[config.mk]
export PLATFORM = sky130hd
export DESIGN_NAME = canary_cell
export DESIGN_NICKNAME = d
export VERILOG_FILES = /design/src/rtl/canary_pkg.sv /design/src/rtl/canary_route_dec.sv /design/src/rtl/canary_mac.sv /design/src/rtl/canary_cell.sv
export SDC_FILE = /design/constraint.sdc
export NUM_CORES = 1
export LEC_CHECK = 0
export ABC_CLOCK_PERIOD_IN_PS = 2300
export BUFFER_PORTS_ARGS = -buffer_cell sky130_fd_sc_hd__buf_4
export CAP_MARGIN = 40
export CELL_PAD_IN_SITES_DETAIL_PLACEMENT = 0
export CELL_PAD_IN_SITES_GLOBAL_PLACEMENT = 1
export CORE_ASPECT_RATIO = 2
export CORE_MARGIN = 3
export CORE_UTILIZATION = 30
export CTS_CLUSTER_SIZE = 24
export DETAILED_ROUTE_END_ITERATION = 12
export PLACE_DENSITY = 0.57
export SLEW_MARGIN = 0
export SYNTH_ARGS = -nofsm -noshare
export SYNTH_HDL_FRONTEND = slang
export SYNTH_SLANG_ARGS = --single-unit
[constraint.sdc]
create_clock -name clk -period 2.3 [get_ports clk]
set_input_delay 0.23 -clock clk [delete_from_list [all_inputs] [get_ports clk]]
set_output_delay 0.23 -clock clk [all_outputs]
set_load 0.05 [all_outputs]
[src/rtl/canary_pkg.sv]
`timescale 1ns/1ps
package canary_pkg;
   localparam int RT_W  = 5;
   localparam int NPORT = 6;

   typedef logic [RT_W-1:0] route_code_t;

   typedef struct packed {
      logic       valid;
      logic [2:0] src;
      logic [2:0] dst;
   } hop_t;

   typedef enum logic [2:0] {
      PH_IDLE,
      PH_HDR,
      PH_FWD,
      PH_WAITP,
      PH_COLL,
      PH_EMIT,
      PH_TAIL
   } phase_t;

   // low nibble enumerates ordered pairs a<b; top bit swaps direction
   function automatic hop_t decode_route(route_code_t code);
      hop_t h;
      int   k;
      h = '0;
      k = 0;
      for (int a = 0; a < NPORT; a++) begin
         for (int b = a + 1; b < NPORT; b++) begin
            if (int'(code[3:0]) == k) begin
               h.valid = 1'b1;
               if (code[4]) begin
                  h.src = 3'(b);
                  h.dst = 3'(a);
               end else begin
                  h.src = 3'(a);
                  h.dst = 3'(b);
               end
            end
            k++;
         end
      end
      return h;
   endfunction
endpackage

[src/rtl/canary_route_dec.sv]
`timescale 1ns/1ps
module canary_route_dec
   import canary_pkg::*;
#(
   parameter logic [NPORT-1:0] PORT_MASK = '1
) (
   input  logic [RT_W-1:0]  code,
   output logic [NPORT-1:0] in_sel,
   output logic [NPORT-1:0] out_sel,
   output logic             err
);
   hop_t hop;
   logic ok;

   assign hop = decode_route(code);
   assign ok  = hop.valid && PORT_MASK[hop.src] && PORT_MASK[hop.dst];
   assign err = !ok;

   for (genvar p = 0; p < NPORT; p++) begin : g_sel
      assign in_sel[p]  = ok && (hop.src == 3'(p));
      assign out_sel[p] = ok && (hop.dst == 3'(p));
   end
endmodule

[src/rtl/canary_mac.sv]
`timescale 1ns/1ps
module canary_mac
   import canary_pkg::*;
#(
   parameter int          PW        = 64,
   parameter int          ROT       = 13,
   parameter int          PERM_MODE = 0,
   parameter logic [PW-1:0] KEY     = '0
) (
   input  logic [PW-1:0]   payload,
   input  logic [PW-1:0]   state,
   input  logic [RT_W-1:0] route,
   output logic [PW-1:0]   tag,
   output logic [PW-1:0]   nxt_state
);
   logic [PW-1:0] mixed;
   logic [PW-1:0] shaped;
   logic [PW-1:0] chain;

   assign mixed = payload ^ KEY ^ state;

   if (PERM_MODE == 0) begin : g_rot_only
      assign shaped = mixed;
   end else begin : g_rev_rot
      for (genvar b = 0; b < PW; b++) begin : g_rev
         assign shaped[b] = mixed[PW-1-b];
      end
   end

   assign tag       = (shaped << ROT) | (shaped >> (PW - ROT));
   assign chain     = state ^ payload;
   assign nxt_state = {chain[PW-2:0], chain[PW-1]} ^ {{(PW-RT_W){1'b0}}, route};
endmodule

[src/rtl/canary_cell.sv]
`timescale 1ns/1ps
module canary_cell
   import canary_pkg::*;
#(
   parameter int               N_CELLS   = 8,
   parameter int               CELL_IDX  = 2,
   parameter int               PW        = 64,
   parameter int               ROT       = 13,
   parameter int               PERM_MODE = 0,
   parameter logic [PW-1:0]    KEY       = 64'hC3A5_5A3C_0F96_E178,
   parameter logic [RT_W-1:0]  DEF_ROUTE = 5'h13,
   parameter logic [NPORT-1:0] PORT_MASK = 6'h3F,
   parameter int               SESS_W    = 8
) (
   input  logic              clk,
   input  logic              rst_n,
   input  logic              reconf,
   input  logic [5:0]        port_in,
   output logic [5:0]        port_out,
   output logic [5:0]        port_oe,
   output logic              route_err,
   output logic              busy,
   output logic [SESS_W-1:0] session
);
   localparam int FWD_BITS = RT_W * (N_CELLS - CELL_IDX - 1);
   localparam int MAXLEN   = (PW > FWD_BITS) ? PW : FWD_BITS;
   localparam int CNT_W    = $clog2(MAXLEN + 1);
   localparam logic [CNT_W-1:0] OWN_LAST = CNT_W'(RT_W - 1);
   localparam logic [CNT_W-1:0] FWD_LAST = CNT_W'((FWD_BITS > 0) ? FWD_BITS - 1 : 0);
   localparam logic [CNT_W-1:0] PW_LAST  = CNT_W'(PW - 1);

   if (CELL_IDX < 0 || CELL_IDX >= N_CELLS) begin : g_bad_idx
      $error("canary_cell: CELL_IDX outside chain");
   end
   if (ROT < 1 || ROT >= PW) begin : g_bad_rot
      $error("canary_cell: ROT must lie in 1..PW-1");
   end
   if (PW < 8) begin : g_bad_pw
      $error("canary_cell: PW too small");
   end

   phase_t            phase;
   logic [CNT_W-1:0]  cnt;
   logic              tx;
   route_code_t       cur_rt;
   route_code_t       nxt_rt;
   logic [PW-1:0]     shreg;
   logic [PW-1:0]     mac_st;
   logic [SESS_W-1:0] sess;
   logic [NPORT-1:0]  in_sel;
   logic [NPORT-1:0]  out_sel;
   logic              rx;
   logic [PW-1:0]     word_in;
   logic [PW-1:0]     tag;
   logic [PW-1:0]     st_next;

   canary_route_dec #(.PORT_MASK(PORT_MASK)) u_dec (
      .code    (cur_rt),
      .in_sel  (in_sel),
      .out_sel (out_sel),
      .err     (route_err)
   );

   assign rx      = |(port_in & in_sel);
   assign word_in = {shreg[PW-2:0], rx};

   canary_mac #(.PW(PW), .ROT(ROT), .PERM_MODE(PERM_MODE), .KEY(KEY)) u_mac (
      .payload   (word_in),
      .state     (mac_st),
      .route     (cur_rt),
      .tag       (tag),
      .nxt_state (st_next)
   );

   always_ff @(posedge clk or negedge rst_n) begin
      if (!rst_n) begin
         phase  <= PH_IDLE;
         cnt    <= '0;
         tx     <= 1'b0;
         cur_rt <= DEF_ROUTE;
         nxt_rt <= DEF_ROUTE;
         shreg  <= '0;
         mac_st <= '0;
         sess   <= '0;
      end else begin
         if (reconf) begin
            cur_rt <= nxt_rt;
            sess   <= sess + 1'b1;
         end
         case (phase)
            PH_IDLE: begin
               tx <= 1'b0;
               if (rx) begin
                  phase <= PH_HDR;
                  cnt   <= '0;
               end
            end
            PH_HDR: begin
               nxt_rt <= {nxt_rt[RT_W-2:0], rx};
               cnt    <= cnt + 1'b1;
               tx     <= 1'b0;
               if (cnt == OWN_LAST) begin
                  cnt <= '0;
                  if (FWD_BITS > 0) begin
                     tx    <= 1'b1;
                     phase <= PH_FWD;
                  end else begin
                     phase <= PH_WAITP;
                  end
               end
            end
            PH_FWD: begin
               tx  <= rx;
               cnt <= cnt + 1'b1;
               if (cnt == FWD_LAST) begin
                  cnt   <= '0;
                  phase <= PH_WAITP;
               end
            end
            PH_WAITP: begin
               tx <= 1'b0;
               if (rx) begin
                  phase <= PH_COLL;
                  cnt   <= '0;
               end
            end
            PH_COLL: begin
               shreg <= word_in;
               cnt   <= cnt + 1'b1;
               tx    <= 1'b0;
               if (cnt == PW_LAST) begin
                  shreg  <= tag;
                  mac_st <= st_next;
                  tx     <= 1'b1;
                  cnt    <= '0;
                  phase  <= PH_EMIT;
               end
            end
            PH_EMIT: begin
               tx    <= shreg[PW-1];
               shreg <= {shreg[PW-2:0], 1'b0};
               cnt   <= cnt + 1'b1;
               if (cnt == PW_LAST) begin
                  phase <= PH_TAIL;
               end
            end
            default: begin
               tx    <= 1'b0;
               phase <= PH_IDLE;
            end
         endcase
      end
   end

   for (genvar p = 0; p < NPORT; p++) begin : g_drv
      assign port_oe[p]  = out_sel[p] & ~reconf;
      assign port_out[p] = tx & out_sel[p] & ~reconf;
   end

   assign busy    = (phase != PH_IDLE);
   assign session = sess;

   AST_OE_ONEHOT: assert property (@(posedge clk) disable iff (!rst_n)
      $onehot0(port_oe));
   AST_DATA_ON_EN: assert property (@(posedge clk) disable iff (!rst_n)
      (port_out & ~port_oe) == '0);
   AST_OE_MASK: assert property (@(posedge clk) disable iff (!rst_n)
      (port_oe & ~PORT_MASK) == '0);
   AST_ERR_QUIET: assert property (@(posedge clk) disable iff (!rst_n)
      route_err |-> (port_oe == '0));
   AST_RECONF_QUIET: assert property (@(posedge clk) disable iff (!rst_n)
      reconf |-> (port_oe == '0));
   AST_SESS_STEP: assert property (@(posedge clk) disable iff (!rst_n)
      reconf |=> (session == SESS_W'($past(session) + 1'b1)));
   AST_STATE_HOLD: assert property (@(posedge clk) disable iff (!rst_n)
      (phase != PH_COLL) |=> $stable(mac_st));
   AST_IDLE_SILENT: assert property (@(posedge clk) disable iff (!rst_n)
      !busy |-> (port_out == '0));
endmodule

==> results of run 1 <==
==> final timing paths <==
check	cells past startpoint	start	end	slack (ns)
min in group asynchronous	2	rst_n	cnt[2]	0.30
max in group asynchronous	3	rst_n	nxt_rt[1]	1.24
worst min-delay path	3	reconf	cur_rt[4]	0.17
worst max-delay path	11	cur_rt[2]	phase[1]	-0.21
worst max register to register	11	cur_rt[2]	phase[1]	-0.21
worst min register to register	1	session[7]	session[7]	0.47
==> per-layer routing <==
metal  GRT usage  part of all wire  vias up
li1            -                 -     3018
met1       0.152              0.37     2945
met2       0.302              0.58       82
met3      0.0251             0.017       40
met4      0.0724             0.038        0
met5           0                 0        -
==> logic make-up after synthesis <==
group           share of synthesized area
compound gates                      0.163
fa+ha+maj                         0.00481
buf+inv                            0.0317
xor+xnor                           0.0903
simple gates                        0.143
flops                               0.504
mux                                0.0633
==> power groups by stage <==
stage / logic, uW / registers (uW) / clock network, uW
floorplan: 103 / 3140 / 0
global placement: 522 / 2950 / 0
detailed placement: 522 / 2950 / 0
CTS: 526 / 2900 / 3130
global route: 563 / 2910 / 3240
finish: 527 / 2900 / 3050
==> cell type report <==
type / instances / area [um^2]
Fill cell: 2562 / 15300
Multi-Input combinational cell: 609 / 3990
Sequential cell: 157 / 3940
Timing Repair Buffer: 130 / 1280
Clock buffer: 22 / 474
Tap cell: 340 / 425
Clock inverter: 10 / 163
Inverter: 8 / 38.8
==> critical path: cells and delay by family, from the launching register on <==
family | cells | cell delay, ns
DFF | 1 | 0.44
AOI/OAI and AO/OA | 4 | 1.05
buffers and inverters | 4 | 0.61
and+or+nand+nor | 3 | 0.29
==> placed cells by master (no fill, tap or decap), types with 4 or more instances in the layout <==
cell type	n
sky130_fd_sc_hd__nand2b_1	4
sky130_fd_sc_hd__a31oi_1	4
sky130_fd_sc_hd__bufinv_16	4
sky130_fd_sc_hd__nor3_1	5
sky130_fd_sc_hd__nor2b_1	8
sky130_fd_sc_hd__buf_6	32
sky130_fd_sc_hd__xor2_1	33
sky130_fd_sc_hd__nand2_1	120
sky130_fd_sc_hd__o211ai_1	5
sky130_fd_sc_hd__buf_4	81
sky130_fd_sc_hd__nor2_4	7
sky130_fd_sc_hd__inv_1	5
sky130_fd_sc_hd__a21oi_1	66
sky130_fd_sc_hd__buf_12	12
sky130_fd_sc_hd__dfstp_2	6
sky130_fd_sc_hd__dfrtp_1	150
sky130_fd_sc_hd__nand2b_4	4
sky130_fd_sc_hd__clkbuf_16	17
sky130_fd_sc_hd__mux2i_1	9
sky130_fd_sc_hd__o21ai_0	109
sky130_fd_sc_hd__o22a_1	4
sky130_fd_sc_hd__nor2_1	69
sky130_fd_sc_hd__and2_1	4
sky130_fd_sc_hd__mux2_2	34
sky130_fd_sc_hd__xnor2_1	41
sky130_fd_sc_hd__buf_8	4
==> per-stage QoR <==
| step | setup TNS, ns | instances |
|---|---|---|
| final | -3.08 | 1276 |
| after global routing | -5.73 | 1276 |
| after CTS | -1.61 | 1262 |
| after detailed placement | -0.840 | 1214 |
| after global placement | -0.815 | 1214 |
| after floorplan | -0.134 | 827 |
==> sequential cells by signal, indices dropped and copies added, names as in the netlist <==
signal / count
tx: 1
shreg: 64
nxt_rt: 5
cur_rt: 5
cnt: 7
phase: 3
mac_st: 64
session: 8
==> repair_timing <==
item                       CTS  global route
resized for setup           53            54
gates cloned                 0             0
setup endpoints to repair   25            27
buffers inserted            15            16
hold buffers                 1             0
hold endpoints to repair    40             0
pin swaps                   15            26
==> impl_results.md, run 1 <==
* Result of the run: complete, but fails checks
* Failing checks: setup timing
* Sw Ratio at 0.244
* Maximum operating frequency at around 400 MHz
* Switching power at roughly 1600 uW
* Number of antenna violations at the first check in global routing at 0
* Vias in the first global route at approximately 6300
* Max-capacitance violation count at 0
* Top-count cell post-synth: sky130_fd_sc_hd__dfrtp_1
* Number of endpoints with negative hold slack in the final report at 0
* Hold Slack at about 0.17 ns
* GRT Residual Overflow at 0
* Relative contribution of combinational cells to total power at 0.081
* Row count at between 80 and 90
* Clock sinks at 157
* Period Utilization, post-route at 1.09
* First-pass detailed-route iteration total at 4
* Root buffer cell: sky130_fd_sc_hd__clkbuf_16
* Cell area after technology mapping at 7810 um^2
* Total Nets Final at 935
* Asr flop ratio synth at 1.00
* Net count after synthesis at 839
* Data arrival time of the critical path at about 2.8 ns
* Clock tree from TritonCTS: built
* Final min period at approximately 2.5 ns
* Distinct cell type count of the synthesized netlist at 61
* Ordered cell list for the critical path: buf_6 -> nor2b_4 -> o211ai_1 -> a31oi_1 -> buf_4 -> nor2b_2 -> a221oi_4 -> buf_12 -> buf_8 -> nand2_2 -> a211o_1
* Vias per Instance at approximately 4.8
* Unrepaired setup endpoints after global routing: yes
* Maximum number of pins on one net before global-route repair at ~130
* CTS buffer count at 17
* Area of the core region at 25700 um^2
* Classification of the worst-slack hold path: in -> reg
* Number of DRC markers in iteration 0 at about 260
* H-tree level count at 4
* Placed Instance Area at 8970 um^2
* Cells after synthesis at slightly above 800
* Fin. max-slew vios at 0
* Register bit count reported by yosys at 157
* Initial Utilization at 0.305
* Worst Path Max Fanout at 6
* Pre-CTS WS at -0.157 ns
* Count of yosys warnings during synthesis at 0
* Peak per-stage delay on the critical path at 0.44 ns
* Number of setup violations in the final report at 26
* Count of port buffers added during placement at 30
* Top post-synthesis cells by count: 151 x sky130_fd_sc_hd__dfrtp_1, 123 x sky130_fd_sc_hd__nand2_1, 112 x sky130_fd_sc_hd__o21ai_0
* Part of the power in the clock network at 0.471
* Clk slew on worst S/H paths at ~0.060 ns
* Die width at approximately 120 um
* Detailed-route DRC error count at 0
* Total GRT Usage at 0.153
* Top cells by area, synth: sky130_fd_sc_hd__dfrtp_1 48%, sky130_fd_sc_hd__o21ai_0 7.2%, sky130_fd_sc_hd__nand2_1 5.9%, sky130_fd_sc_hd__mux2_2 5.0%, sky130_fd_sc_hd__xnor2_1 5.0%
* Post-detailed-route wirelength per cell at 16.3 um
* Final critical-path setup slack at -0.209 ns
* Overall die area at 28100 um^2
* CP startpoint kind: flop
* Maximum buffer depth of the clock tree at 2
* Seq pwr share at 0.448
* Mean Syn Cell Area at ~9.4 um^2
* Maximum vdd drop at between 500 and 600 uV
* Routed vias at 6085
* Pwr Total at 6480 uW
* Area share of the largest cell type after synthesis at 0.484
* Yosys top cell by area: sky130_fd_sc_hd__dfrtp_1
* Cell leakage power at roughly 0.0047 uW
* # diodes at 0
* Fraction of layout instances using a drive strength above 1 at 0.276
* Seq/Total Area, Yosys at 0.504
* Worst clock skew on the final layout at about 0.013 ns
* Post-layout utilization of the core at 0.402
* Primary flip-flop cell chosen by synthesis mapping: sky130_fd_sc_hd__dfrtp_1
* Number of synthesized flops with an enable pin at 0
* Latest clock arrival within the worst-skew pair at between 0.4 and 0.5 ns
* Critical setup path kind: reg -> reg
* Global-route wire length before repair at around 33 mm
* Number of top-level pins at 31
* Area grow syn2layout at 31.9%
* Die height at between 200 and 250 um
* Internal Pwr Total at roughly 5000 uW
* HPWL after detailed placement at about 14 mm
* Normalized max-slew margin at 0.653
* Final Wtd Congestion at roughly 0.84
* Power per cell area at 628 nW/um^2
* Slew of the pin with the lowest slew margin at between 0.5 and 0.6 ns
* Slowest cell on the critical path: sky130_fd_sc_hd__dfrtp_2
* Wirelength, routed at approximately 21 mm
* Post-route cell area at 10300 um^2
* Type of destination of the critical path: flop
* Antenna Violating Nets Remaining at 0
* WP data required at roughly 2.6 ns
No activity file was read; power rests on OpenSTA's default activity.
==> run 2: changes to the inputs <==
CELL_PAD_IN_SITES_DETAIL_PLACEMENT = default   (was 0)
CELL_PAD_IN_SITES_GLOBAL_PLACEMENT = default   (was 1)
PLACE_DENSITY = 0.47   (was 0.57)
REMOVE_ABC_BUFFERS = 1   (was default)
==> run 2 against run 1 <==
  * Worst hold slack worse by 0.0086 ns
  * Register-to-register slack better by 0.09 ns
  * Sequential power about the same
  * Highest routed layer unchanged
  * Die area unchanged
  * The run still ends with setup timing left
  * Routed wire length down 4.9%
  * Final area down 4.6%
  * Sequential share of layout area up 1.9 points
  * Largest power group is now registers
  * Critical path type is now reg -> out
  * Critical path depth down 3
  * Global-route usage down 0.56 points
  * Critical endpoint is now port_out[5]
  * Final cell count down 1.8%
  * Fmax up 2.9%
  * Combinational power down 4%
==> impl_results.md, run 2 (same netlist as run 1, synthesis figures left out) <==
* Result of the run: complete, but fails checks
* Failing checks: setup timing
* Critical setup path kind: reg -> out
* Slowest cell on the critical path: sky130_fd_sc_hd__dfstp_2
* Initial Utilization at 0.305
* Final min period at 2.44 ns
* Clock sinks at 157
* WP data required at 2.07 ns
* Clock tree from TritonCTS: built
* Cell leakage power at around 0.0044 uW
* HPWL after detailed placement at ~14 mm
* Wirelength, routed at approximately 20 mm
* Area grow syn2layout at 25.9%
* Clk slew on worst S/H paths at roughly 0.06 ns
* Slew of the pin with the lowest slew margin at between 0.5 and 0.6 ns
* CP startpoint kind: flop
* Total Nets Final at 912
* Worst clock skew on the final layout at between 0.01 and 0.015 ns
* Fraction of layout instances using a drive strength above 1 at 0.245
* Worst Path Max Fanout at 7
* Latest clock arrival within the worst-skew pair at ~0.43 ns
* Vias in the first global route at between 6000 and 7000
* Die width at about 120 um
* First-pass detailed-route iteration total at 4
* Maximum vdd drop at around 540 uV
* Pwr Total at approximately 6000 uW
* Row count at 83
* Count of port buffers added during placement at 30
* Ordered cell list for the critical path: buf_4 -> xnor2_2 -> buf_4 -> xnor2_1 -> a22oi_1 -> nor3_2 -> and2_1 -> buf_6
* Unrepaired setup endpoints after global routing: yes
* Family with the most delay on the worst path: flip-flops
* Overall die area at approximately 28000 um^2
* Fin. max-slew vios at 0
* Final Wtd Congestion at 0.846
* Type of destination of the critical path: output port
* Area of the core region at around 26000 um^2
* Root buffer cell: sky130_fd_sc_hd__clkbuf_16
* Highest-count cells in the layout ignoring fill and taps: 149 x sky130_fd_sc_hd__dfrtp_1, 121 x sky130_fd_sc_hd__nand2_1, 109 x sky130_fd_sc_hd__o21ai_0
* Maximum operating frequency at 410 MHz
* Number of top-level pins at 31
* Vias per Instance at around 4.7
* Period Utilization, post-route at 1.06
* Global-route wire length before repair at about 32 mm
* Number of setup violations in the final report at 19
* Maximum buffer depth of the clock tree at 2
* Final critical-path setup slack at -0.137 ns
* Commonest non-fill, non-tap cell in the layout: sky130_fd_sc_hd__dfrtp_1
* Number of DRC markers in iteration 0 at about 270
* Routed vias at around 6000
* Maximum number of pins on one net before global-route repair at roughly 130
* Total GRT Usage at 0.147
* Post-detailed-route wirelength per cell at between 15 and 20 um
* Power per cell area at ~610 nW/um^2
* Total buffers and inverters traversed by the critical path at 3
* Normalized max-slew margin at 0.633
* Post-layout utilization of the core at 0.383
* Classification of the worst-slack hold path: in -> reg
* # diodes at 0
* H-tree level count at 4
* Placed Instance Area at a little under 9000 um^2
* Cell repeated most along the worst path: sky130_fd_sc_hd__buf_4
* Antenna Violating Nets Remaining at 0
* Data arrival time of the critical path at roughly 2.2 ns
* Hold Slack at 0.161 ns
* GRT Residual Overflow at 0
* Max-capacitance violation count at 0
* Number of endpoints with negative hold slack in the final report at 0
* Detailed-route DRC error count at 0
* Pre-CTS WS at -0.191 ns
* Post-route cell area at approximately 10000 um^2
* CTS buffer count at 17
* Peak per-stage delay on the critical path at approximately 0.60 ns
* Number of antenna violations at the first check in global routing at 0
* Die height at about 230 um
## run 2: cell types whose count changed in the layout (fill, tap and decap cells not counted), sizes merged
cell | before | now
clkinvlp | 3 | 6
clkbuf | 22 | 17
buf | 129 | 106
bufinv | 4 | 0
inv | 7 | 11
clkinv | 4 | 6
## run 2: timing repair
item	in CTS	in global routing
hold buffers	1	0
pin swaps	6	15
endpoints found under the hold margin	42	0
buffers inserted	7	3
resized for setup	39	29
endpoints found under the setup margin	26	27
## run 2: path summary, 6_finish.rpt
check                            from          end  slack, ns  cells after the start
min in group asynchronous       rst_n   mac_st[57]       0.30                      2
min reg2reg                session[7]   session[7]       0.47                      1
max in group asynchronous       rst_n    nxt_rt[0]       1.27                      3
max reg2reg                 cur_rt[1]       cnt[6]      -0.12                     11
max                         cur_rt[0]  port_out[5]      -0.14                      8
min                            reconf    cur_rt[0]       0.16                      3
## run 2: final cells by class
type                       count  area, um^2
fill                        2610       15800
sequential                   157        3940
multi-input combinational    609        3830
timing repair buffer         107        1070
clock buffer                  17         425
tap                          340         425
clock inverter                15         116
inverter                       8        30.0
## run 2: per-stage QoR
step / std cells / setup TNS, ns
after detailed placement: 1210 / -1.78
after global placement: 1210 / -1.49
final: 1253 / -1.50
after floorplan: 774 / -553.15
after global routing: 1253 / -4.04
after CTS: 1250 / -1.85
## run 2: power breakdown
group / switching [uW] / leakage, uW / total [uW] / internal, uW
registers: 77.7 / 0.00211 / 2900 / 2820
logic: 347 / 0.00204 / 508 / 161
clock network: 1230 / 0.000249 / 2620 / 1390
total: 1650 / 0.00440 / 6030 / 4370
## run 2: worst reg2reg max path: stages (launching register included)
cell and delay, ns:
sky130_fd_sc_hd__dfstp_2 0.58, sky130_fd_sc_hd__buf_12 0.12, sky130_fd_sc_hd__buf_4 0.16, sky130_fd_sc_hd__nand4bb_1 0.15, sky130_fd_sc_hd__o311ai_2 0.10, sky130_fd_sc_hd__a222oi_1 0.18
sky130_fd_sc_hd__nor2b_2 0.19, sky130_fd_sc_hd__a221oi_4 0.31, sky130_fd_sc_hd__buf_12 0.17, sky130_fd_sc_hd__o21ai_2 0.06, sky130_fd_sc_hd__buf_6 0.14, sky130_fd_sc_hd__a21o_1 0.17
## run 2: routing by layer
metal | part of all wire | global-route usage | wire (um)
met1 | 0.38 | 0.149 | 7480
met2 | 0.59 | 0.295 | 11600
met3 | 0.019 | 0.0273 | 368
met4 | 0.017 | 0.0513 | 340
met5 | 0 | 0 | 0
